==> config.mk <==
export PLATFORM = sky130hd
export DESIGN_NAME = fault_status_reg
export DESIGN_NICKNAME = d
export VERILOG_FILES = /design/src/rtl/fsr_pkg.sv /design/src/rtl/fsr_sync.sv /design/src/rtl/fsr_sticky.sv /design/src/rtl/fsr_port.sv /design/src/rtl/fault_status_reg.sv
export SDC_FILE = /design/constraint.sdc
export NUM_CORES = 1
export LEC_CHECK = 0
export BUFFER_PORTS_ARGS = -buffer_cell sky130_fd_sc_hd__buf_2
export CAP_MARGIN = 15
export CORE_UTILIZATION = 25
export DETAILED_ROUTE_END_ITERATION = 10
export PLACE_DENSITY = 0.51
export SLEW_MARGIN = 25
export SYNTH_ARGS = -nofsm -noshare
export SYNTH_HDL_FRONTEND = slang
export SYNTH_SLANG_ARGS = --single-unit
==> constraint.sdc <==
create_clock -name clk -period 1 [get_ports clk]
set_input_delay 0.05 -clock clk [delete_from_list [all_inputs] [get_ports clk]]
set_output_delay 0.05 -clock clk [all_outputs]
set_load 0.05 [all_outputs]
==> src/rtl/fsr_pkg.sv <==
package fsr_pkg;
    localparam int FSR_DATA_W = 16;
    localparam int FSR_LINES  = 4;

    typedef enum logic [1:0] {
        OP_IDLE  = 2'b00,
        OP_READ  = 2'b01,
        OP_WRITE = 2'b10,
        OP_BOTH  = 2'b11
    } bus_op_e;
endpackage

==> src/rtl/fsr_sync.sv <==
module fsr_sync #(
    parameter int N      = 4,
    parameter int STAGES = 2
) (
    input  logic         clk,
    input  logic         rst_n,
    input  logic [N-1:0] raw_in,
    input  logic [N-1:0] pol,
    output logic [N-1:0] adj_out
);
    logic [N-1:0] stage_q [STAGES];

    always_ff @(posedge clk or negedge rst_n) begin
        if (!rst_n) begin
            for (int s = 0; s < STAGES; s++) stage_q[s] <= '0;
        end else begin
            stage_q[0] <= raw_in;
            for (int s = 1; s < STAGES; s++) stage_q[s] <= stage_q[s-1];
        end
    end

    // Polarity adjustment after the final stage: 1 marks an active-low line
    always_comb adj_out = stage_q[STAGES-1] ^ pol;
endmodule

==> src/rtl/fsr_sticky.sv <==
module fsr_sticky #(
    parameter int N = 4
) (
    input  logic         clk,
    input  logic         rst_n,
    input  logic [N-1:0] set_vec,
    input  logic [N-1:0] clr_vec,
    output logic [N-1:0] sticky_q
);
    for (genvar i = 0; i < N; i++) begin : g_bit
        always_ff @(posedge clk or negedge rst_n) begin
            if (!rst_n)          sticky_q[i] <= 1'b0;
            else if (set_vec[i]) sticky_q[i] <= 1'b1;   // set has priority
            else if (clr_vec[i]) sticky_q[i] <= 1'b0;
        end

        // a recorded activation is visible on the next cycle
        a_r4_set_seen: assert property (@(posedge clk) disable iff (!rst_n)
            set_vec[i] |=> sticky_q[i]);
        // simultaneous set and clear leaves the bit at 1
        a_r8_set_wins: assert property (@(posedge clk) disable iff (!rst_n)
            (set_vec[i] && clr_vec[i]) |=> sticky_q[i]);
        // without a clear request a set bit never drops
        a_r7_no_drop: assert property (@(posedge clk) disable iff (!rst_n)
            (!clr_vec[i] && sticky_q[i]) |=> sticky_q[i]);
    end
endmodule

==> src/rtl/fsr_port.sv <==
module fsr_port
    import fsr_pkg::*;
#(
    parameter int N  = 4,
    parameter int DW = 16
) (
    input  logic          clk,
    input  logic          rst_n,
    input  logic          wr_en,
    input  logic          rd_en,
    input  logic [N-1:0]  wbits,
    input  logic          latch_mode,
    input  logic          ext_src_en,
    input  logic [N-1:0]  live_vec,
    input  logic [N-1:0]  sticky_vec,
    output logic [N-1:0]  clr_vec,
    output logic [DW-1:0] rdata
);
    bus_op_e      op;
    logic         do_read;
    logic         do_write;
    logic [N-1:0] view;

    always_comb op = bus_op_e'({wr_en, rd_en});

    always_comb begin
        do_read  = 1'b0;
        do_write = 1'b0;
        unique case (op)
            OP_IDLE:  ;
            OP_READ:  do_read = 1'b1;
            OP_WRITE: do_write = 1'b1;
            OP_BOTH: begin
                do_read  = 1'b1;
                do_write = 1'b1;
            end
        endcase
    end

    // Writes count only in sticky view with the enable set
    always_comb clr_vec = (do_write && latch_mode && ext_src_en) ? wbits : '0;
    always_comb view    = latch_mode ? sticky_vec : live_vec;

    always_ff @(posedge clk or negedge rst_n) begin
        if (!rst_n)       rdata <= '0;
        else if (do_read) rdata <= {{(DW-N){1'b0}}, view};
    end

    // reserved bits never read as 1
    a_r1_reserved_zero: assert property (@(posedge clk) disable iff (!rst_n)
        rdata[DW-1:N] == '0);
    // read data holds without a read strobe
    a_r10_hold: assert property (@(posedge clk) disable iff (!rst_n)
        !rd_en |=> $stable(rdata));
    // a live read returns the adjusted levels seen at the strobe
    a_r3_live_read: assert property (@(posedge clk) disable iff (!rst_n)
        (rd_en && !latch_mode) |=> rdata[N-1:0] == $past(live_vec));
    // no clear leaves this port in live view or with the enable off
    a_r7_clear_gated: assert property (@(posedge clk) disable iff (!rst_n)
        (!latch_mode || !ext_src_en) |-> clr_vec == '0);
endmodule

==> src/rtl/fault_status_reg.sv <==
module fault_status_reg
    import fsr_pkg::*;
#(
    parameter int N  = FSR_LINES,
    parameter int DW = FSR_DATA_W
) (
    input  logic          clk,
    input  logic          rst_n,
    input  logic [N-1:0]  fault_raw,
    input  logic [N-1:0]  fault_pol,
    input  logic          latch_mode,
    input  logic          ext_src_en,
    input  logic          wr_en,
    input  logic          rd_en,
    input  logic [DW-1:0] wdata,
    output logic [DW-1:0] rdata
);
    localparam int SYNC_STAGES = 2;

    logic [N-1:0] adj;
    logic [N-1:0] set_vec;
    logic [N-1:0] clr_vec;
    logic [N-1:0] sticky;
    logic         unused_hi;

    always_comb unused_hi = ^wdata[DW-1:N];

    fsr_sync #(.N(N), .STAGES(SYNC_STAGES)) u_sync (
        .clk     (clk),
        .rst_n   (rst_n),
        .raw_in  (fault_raw),
        .pol     (fault_pol),
        .adj_out (adj)
    );

    // Recording happens only in sticky view
    always_comb set_vec = latch_mode ? adj : '0;

    fsr_sticky #(.N(N)) u_sticky (
        .clk      (clk),
        .rst_n    (rst_n),
        .set_vec  (set_vec),
        .clr_vec  (clr_vec),
        .sticky_q (sticky)
    );

    fsr_port #(.N(N), .DW(DW)) u_port (
        .clk        (clk),
        .rst_n      (rst_n),
        .wr_en      (wr_en),
        .rd_en      (rd_en),
        .wbits      (wdata[N-1:0]),
        .latch_mode (latch_mode),
        .ext_src_en (ext_src_en),
        .live_vec   (adj),
        .sticky_vec (sticky),
        .clr_vec    (clr_vec),
        .rdata      (rdata)
    );

    // in live view the sticky bits keep their values
    a_r9_live_retains: assert property (@(posedge clk) disable iff (!rst_n)
        !latch_mode |=> sticky == $past(sticky));
endmodule

Word-level counts from Yosys, hierarchy flattened

Index checks and enable logic that the tools add are counted.

Register bits after elaboration: 16
Input port bits: 30
Output and inout bits: 16

Eq/ne operators: 3
Mux-type cells: 13
Bitwise logic cells: 1
Reductions and logical operators: 8

Operators with widths:

| cell                                                            | count |
|---|---|
| 4-bit two-way mux                                               | 3 |
| 1-bit two-way mux                                               | 10 |
| 2-bit nonzero test                                              | 4 |
| 2-bit == test, second input constant                            | 2 |
| 2-bit OR reduction                                              | 2 |
| 4-bit XOR                                                       | 1 |
| 2-bit by 1-bit == test with 1-bit output, second input constant | 1 |
| 1-bit logical AND                                               | 2 |

Longest topological paths before layout

Gate-level depths: netlist (run 1).

Depth after elaboration: 8
Gate-level depth with buffers: 3

Cells and area by module

Synthesis (run 1) repeated with hierarchy kept, for this count alone.

Cell total of the unflattened synthesis: 64
Area, all modules: 726.9 µm²

Modules (own cells, without submodules):

| module           | times used | cells each | area each (µm²) |
|---|---|---|---|
| fsr_port         | 1          | 36         | 321.6 |
| fsr_sync         | 1          | 12         | 235.2 |
| fsr_sticky       | 1          | 12         | 145.1 |
| fault_status_reg | 1          | 4          | 25.0 |

Least setup slack after synthesis (run 1)

No wires, ideal clock.

Path type: reg2reg
Start: register, netlist name u_port.rdata[3]
End: register u_port.rdata[3]
Setup time: 0.128 ns
Data arrival time: 0.781 ns
Setup slack: 0.091 ns
Cell stages (with the launch flop): 3
Buffers on the path: 0
Period minus slack after synthesis: 0.909 ns
Cell sequence: dfrtp_1 > nand2b_1 > o211ai_2

RTL lines:

| what                 | RTL line       | RTL |
|---|---|---|
| end signal, assigned | fsr_port.sv:46 | `else if (do_read) rdata <= {{(DW-N){1'b0}}, view};` |
| end, declared        | fsr_port.sv:17 | `output logic [DW-1:0] rdata` |

Worst setup path in the final report (run 1)

Start: register u_port.rdata[3]
End: output port rdata[3]

RTL lines:

| what          | RTL line               | RTL |
|---|---|---|
| end, declared | fault_status_reg.sv:16 | `output logic [DW-1:0] rdata` |

No word-level cell between the ends.

==> results of run 1 <==
synthesized netlist by cell type:
cell type	instances	area share
buf_2	1	0.0070
xnor2_1	4	0.049
nand3_1	4	0.028
inv_1	1	0.0052
conb_1	1	0.0052
dfrtp_1	16	0.56
buf_4	12	0.13
buf_6	1	0.016
nand4_1	4	0.035
nand2b_4	1	0.019
o2bb2ai_1	4	0.049
o211ai_2	4	0.070
nand2b_1	4	0.035
metrics by stage:
| step | setup slack [ns] | power (uW) | cell area (sq um) | cells | hold WS (ns) |
|---|---|---|---|---|---|
| floorplan | 0.0913 | 1060 | 759 | 68 | -0.246 |
| global placement | 0.156 | 1110 | 797 | 106 | -0.0179 |
| detailed placement | 0.162 | 1110 | 797 | 106 | -0.0200 |
| CTS | 0.0276 | 1550 | 883 | 115 | 0.0813 |
| global route | 0.00629 | 1600 | 883 | 115 | 0.0849 |
| finish | 0.0471 | 1530 | 883 | 115 | 0.0880 |
worst register-to-register path: stages, from the launching register on:
cell      delay, ns
dfrtp_1        0.38
xnor2_1        0.24
o211ai_2       0.12
final timing paths:
path	end	slack, ns	cells past startpoint
worst min register to register	u_sync.stage_q[1]	0.35	0
min in group asynchronous	u_sync.stage_q[0]	0.19	2
worst max register to register	u_port.rdata[2]	0.14	2
worst min-delay path	u_sticky.sticky_q[2]	0.09	3
max in group asynchronous	u_port.rdata[0]	0.55	2
worst max-delay path	rdata[3]	0.05	1
registers in the layout (all words and copies together) (netlist names):
| name | count |
|---|---|
| u_sync.stage_q | 8 |
| u_port.rdata | 4 |
| u_sticky.sticky_q | 4 |
cell type report:
cell class | instances | area (sq um)
repair buffers | 26 | 155
well taps | 31 | 38.8
flip-flops and latches | 16 | 400
multi-input cells | 37 | 249
fillers | 285 | 1850
inverters | 1 | 3.75
clock buffers | 4 | 36.3
cells in the final DEF (no fill, tap or decap):
cell type / instances
dfrtp_1: 16
inv_1: 1
nand4_1: 4
clkbuf_8: 1
nand3_1: 4
conb_1: 12
xnor2_1: 4
o2bb2ai_1: 4
dlygate4sd3_1: 5
buf_2: 21
clkbuf_4: 3
nand2b_4: 1
nand2b_1: 4
o211ai_2: 4
logic make-up (layout without fill, tap and decap cells):
family          count (synthesis)  after routing  synth area share
buf+inv                        15             31             0.153
flops                          16             16             0.557
compound gates                  8              8             0.118
simple gates                   13             13             0.117
xor+xnor                        4              4            0.0488
other cells                     1             12           0.00522
power groups by stage:
| stage | clock network (uW) | registers, uW | logic, uW |
|---|---|---|---|
| after global placement | 0 | 745 | 363 |
| after CTS | 434 | 735 | 378 |
| after global routing | 456 | 741 | 400 |
| after detailed placement | 0 | 748 | 363 |
| final | 425 | 732 | 375 |
| after floorplan | 0 | 829 | 231 |
layer usage:
layer	routed length, um	track usage
met3	89	0.0163
met4	8	0.0429
met2	482	0.115
met1	547	0.106
met5	0	0
timing repair:
item                                   4_1_cts  5_1_grt
hold buffers                                 5        0
setup buffers                                0        0
endpoints found under the hold margin       20        0
==> results.md, run 1 <==
* Outcome: finished clean
* Sw frac at 0.327
* Layout cells sized above 1 at 0.357
* Die H at 55.6 um
* Sequential share of power at 0.478
* Fmax at 1050 MHz
* Worst path buffer plus inverter count at 1
* Die W at 55.6 um
* Resized cells post-CTS at 0
* Sequential share of the synthesized area at 0.557
* Setup TNS at 0 ns
* Root buffer cell: clkbuf_4
* Number of max-cap violations at 0
* Global Route Usage Sum at 0.0779
* Psw at 501 uW
* CP startpoint kind: flip-flop
* Worst hold path class: primary input to flip-flop
* DRC Markers at 0
* Reg2reg start: u_sync.stage_q[2]
* Kind of critical path: flip-flop to primary output
* Final ANT Viol Nets at 0
* Crit-path leading delay family: flip-flops
* H-tree Lvls at 1
* Internal power at 1030 uW
* Fin crit share at 0.953
* Worst Setup End Kind: primary output
* Clock group share of total power at 0.277
* Vias in the first global route at 427
* Period minus WS final at 0.953 ns
* Final setup vio count at 0
* Vias/cell at 4.12
* Final Core Density at 0.323
* Crit path arrival time at 0.90 ns
* Total die area at 3090 sq um
* Syn Std Cell Area at 718 sq um
* Worst Skew at 0.00410 ns
* Final GP Congestion at 0.643
* CP cell instances: buf_2
* Placeable Area at 2730 sq um
* Worst-path clk slew at 0.10 ns
* First-pass GRT wire length at 1.84 mm
* Num Clock Sinks at 16
* Synth Register Bits at 16
* Antenna cells at 0
* Post-Syn Area per Cell at 12.6 sq um
* Rows at 19
* Slowest cell delay on critical path at 0.36 ns
* Pre-Repair DR Iteration Count at 4
* Gate power share at 0.245
* Critical path data required time at 0.95 ns
* VDD IR max at 0.999 mV
* Vias at 474
* Power Dens Cells at 1730 nW/um^2
* I/O Buffers at 21
* Routed WL per cell at 9.80 um
* P&R area growth vs syn at 23.0%
* Cells after Synth at 57
* Grt ovf at 0
* Synth warn at 0
* RSZ-0062 raised after global routing: false
* Yosys cell types at 13
* Number of I/O pins at 46
* Slowest-stage cell, CP: dfrtp_1
* LEAKAGE at 0.000416 uW
* Hold Path Origin: wdata[2]
* Clk Latency, worst-skew pair at 0.28 ns
* Slew Limit Fails at 0
* Antenna violations before repair at 0
* Bufs on Longest Clock Path at 2
* Total clock buffers created by CTS at 3
* Hold Vio Cnt, Final at 0
* Initial core utilization at 0.263
* Largest net degree at the start of global routing at 17
* DRT iter0 DRCs at 5
* # nets final at 115
* Critical-path maximum fanout at 2
* Routed WL at 1.13 mm
* Worst setup path start: u_port.rdata[3]
* CTS tree: done
Note: power is estimated with default switching activity, not from simulation.
==> run 2, diff against run 1 <==
--- a/config.mk
+++ b/config.mk
@@ -5,11 +5,12 @@
 export SDC_FILE = /design/constraint.sdc
 export NUM_CORES = 1
 export LEC_CHECK = 0
+export ABC_AREA = 1
 export BUFFER_PORTS_ARGS = -buffer_cell sky130_fd_sc_hd__buf_2
 export CAP_MARGIN = 15
 export CORE_UTILIZATION = 25
 export DETAILED_ROUTE_END_ITERATION = 10
-export PLACE_DENSITY = 0.51
+export PLACE_DENSITY = 0.5
 export SLEW_MARGIN = 25
 export SYNTH_ARGS = -nofsm -noshare
 export SYNTH_HDL_FRONTEND = slang
==> run 2 against run 1 <==
Against the previous run:
- the run now ends with DRC left
- total power down 6.5%
- sequential power decreased by 0.7%
- final cell count is 31% higher
- highest routed layer unchanged
- largest cell class unchanged
- largest power group unchanged
- global-route usage grew 1.8 points
==> results.md, run 2 <==
* Placeable Area at 2810 sq um
* Routed WL per cell at 8.83 um
* Synth async-reset ratio at 1.00
* Power Dens Cells at 1560 nW/um^2
* Kind of critical path: flip-flop to primary output
* Period minus WS final at 0.957 ns
* Synth Register Bits at 16
* Worst Setup End Kind: primary output
* Clk Latency, worst-skew pair at 0.29 ns
* Total clock buffers created by CTS at 3
* I/O Buffers at 21
* LEAKAGE at 0.000526 uW
* Worst hold path class: primary input to flip-flop
* Final ANT Viol Nets at 0
* Most frequent cells in the layout: nand2_1 (32), buf_2 (20), dfrtp_1 (16), inv_1 (12), conb_1 (12)
* DRT iter0 DRCs at 19
* CP startpoint kind: flip-flop
* Top cell type's share of synthesized area at 0.534
* Crit-path leading delay family: flip-flops
* Worst path buffer plus inverter count at 1
* Internal power at 936 uW
* Fmax at 1050 MHz
* VDD IR max at 0.533 mV
* Largest registers: u_sync.stage_q: 8 flops, u_port.rdata: 4 flops, u_sticky.sticky_q: 4 flops
* Syn Std Cell Area at 749 sq um
* DRC Markers at 10
* Worst Skew at 0.000874 ns
* Root buffer cell: clkbuf_4
* Top cells by instance count after synthesis: nand2_1 (32), dfrtp_1 (16), buf_4 (12), inv_1 (12), nor2_1 (8)
* Gate power share at 0.256
* Final setup vio count at 0
* Largest net degree at the start of global routing at 17
* Setup TNS at 0 ns
* Number of max-cap violations at 0
* Rows at 19
* Vias at 582
* Vias/cell at 3.85
* Number of I/O pins at 46
* Slowest cell delay on critical path at 0.36 ns
* First-pass GRT wire length at 2.32 mm
* Commonest non-fill, non-tap cell in the layout: nand2_1
* Vias in the first global route at 575
* Antenna cells at 0
* Largest register by flop count: u_sync.stage_q
* Failing checks: DRC
* Initial core utilization at 0.267
* Synth warn at 0
* Num Clock Sinks at 16
* Hold Vio Cnt, Final at 0
* Critical path data required time at 0.95 ns
* Psw at 496 uW
* Layout cells sized above 1 at 0.225
* RSZ-0062 raised after global routing: false
* Pre-Repair DR Iteration Count at 10
* Global Route Usage Sum at 0.0957
* CP Depth at 1
* Sequential share of power at 0.507
* CP cell instances: buf_2
* Final GP Congestion at 0.749
* Slew Limit Fails at 0
* Reg-to-reg slack, setup at 0.24 ns
* Die H at 56.8 um
* CTS tree: done
* H-tree Lvls at 1
* Antenna violations before repair at 0
* Fin crit share at 0.957
* Bufs on Longest Clock Path at 2
* Grt ovf at 0
* Die W at 56.8 um
* Pre-CTS WS at 0.260 ns
* Synth area leaders: dfrtp_1 (53%), nand2_1 (16%), buf_4 (12%)
* Outcome: finished with violations
* Clock group share of total power at 0.237
* Yosys cell types at 11
* Routed WL at 1.33 mm
* P&R area growth vs syn at 22.7%
* Sw frac at 0.346
* Cell taking the most area after synthesis: dfrtp_1
* Slowest-stage cell, CP: dfrtp_1
* Total die area at 3220 sq um
* Reg2Reg Depth at 5
* Cells after Synth at 92
* Worst-path clk slew at 0.09 ns
* Cell with the most instances after synthesis: nand2_1
* Post-Syn Area per Cell at 8.15 sq um
* Max reg flops at 8
* HPWL Detailed at 963 um
* Post-synth EDFFs at 0
* Critical-path maximum fanout at 2
* Leading register cell type out of synthesis: dfrtp_1
* Sequential share of the synthesized area at 0.534
* Fin worst setup slack at 0.0435 ns
* # nets final at 152
* WHS Path Cells at 4
* Crit path arrival time at 0.91 ns
[run 2: changes by cell type after synthesis, sizes merged]
cell,before,now
nor2,0,8
buf,14,12
nand2,0,32
inv,1,14
nand2b,5,0
o21ai,0,4
nand4,4,0
o211ai,4,0
xnor2,4,0
o2bb2ai,4,0
nand3,4,5
[run 2: timing repair]
action                                  4_1_cts  5_1_grt
buffers inserted                              0        0
hold buffers                                  5        0
endpoints found under the setup margin        0        1
resized for setup                             0        1
hold endpoints to repair                     20        0
[run 2: cells by family after synthesis]
group | synth area share
compound gates | 0.0267
simple gates | 0.240
other cells | 0.00500
flops | 0.534
buf+inv | 0.194
[run 2: layer usage]
metal  track usage  part of all wire
met2         0.151              0.43
met1         0.117              0.46
met5             0                 0
met4        0.0627             0.031
met3        0.0207             0.081
[run 2: layout make-up]
class	count	area (sq um)
Inverter	14	55.1
Tap cell	31	38.8
Timing Repair Buffer	26	158
Clock buffer	3	22.5
Sequential cell	16	400
Multi-Input combinational cell	61	245
Fill cell	306	1890
[run 2: worst paths after layout]
path | startpoint | end
worst max-delay path | u_port.rdata[3] | rdata[3]
worst min-delay path | wdata[1] | u_sticky.sticky_q[1]
worst max register to register | u_sync.stage_q[0] | u_port.rdata[0]
worst min register to register | u_sync.stage_q[5] | u_sync.stage_q[1]
max in group asynchronous | rst_n | u_sync.stage_q[2]
min in group asynchronous | rst_n | u_port.rdata[3]
[run 2: metrics by stage]
step | cell area, sq um | hold WS (ns) | total power [uW] | util | cells
2_1_floorplan | 791 | -0.246 | 1030 | - | 103
3_3_place_gp | 845 | -0.0132 | 1090 | 0.301 | 143
3_5_place_dp | 845 | -0.0116 | 1090 | 0.301 | 143
4_1_cts | 917 | 0.0287 | 1450 | 0.327 | 151
5_1_grt | 920 | 0.0578 | 1510 | 0.328 | 151
6_report | 920 | 0.0346 | 1430 | 0.328 | 151
[run 2: power groups by stage]
stage	clock network [uW]	logic, uW	registers (uW)
6_report	340	366	727
5_1_grt	374	403	734
3_3_place_gp	0	348	739
4_1_cts	360	367	727
3_5_place_dp	0	351	741
2_1_floorplan	0	221	812
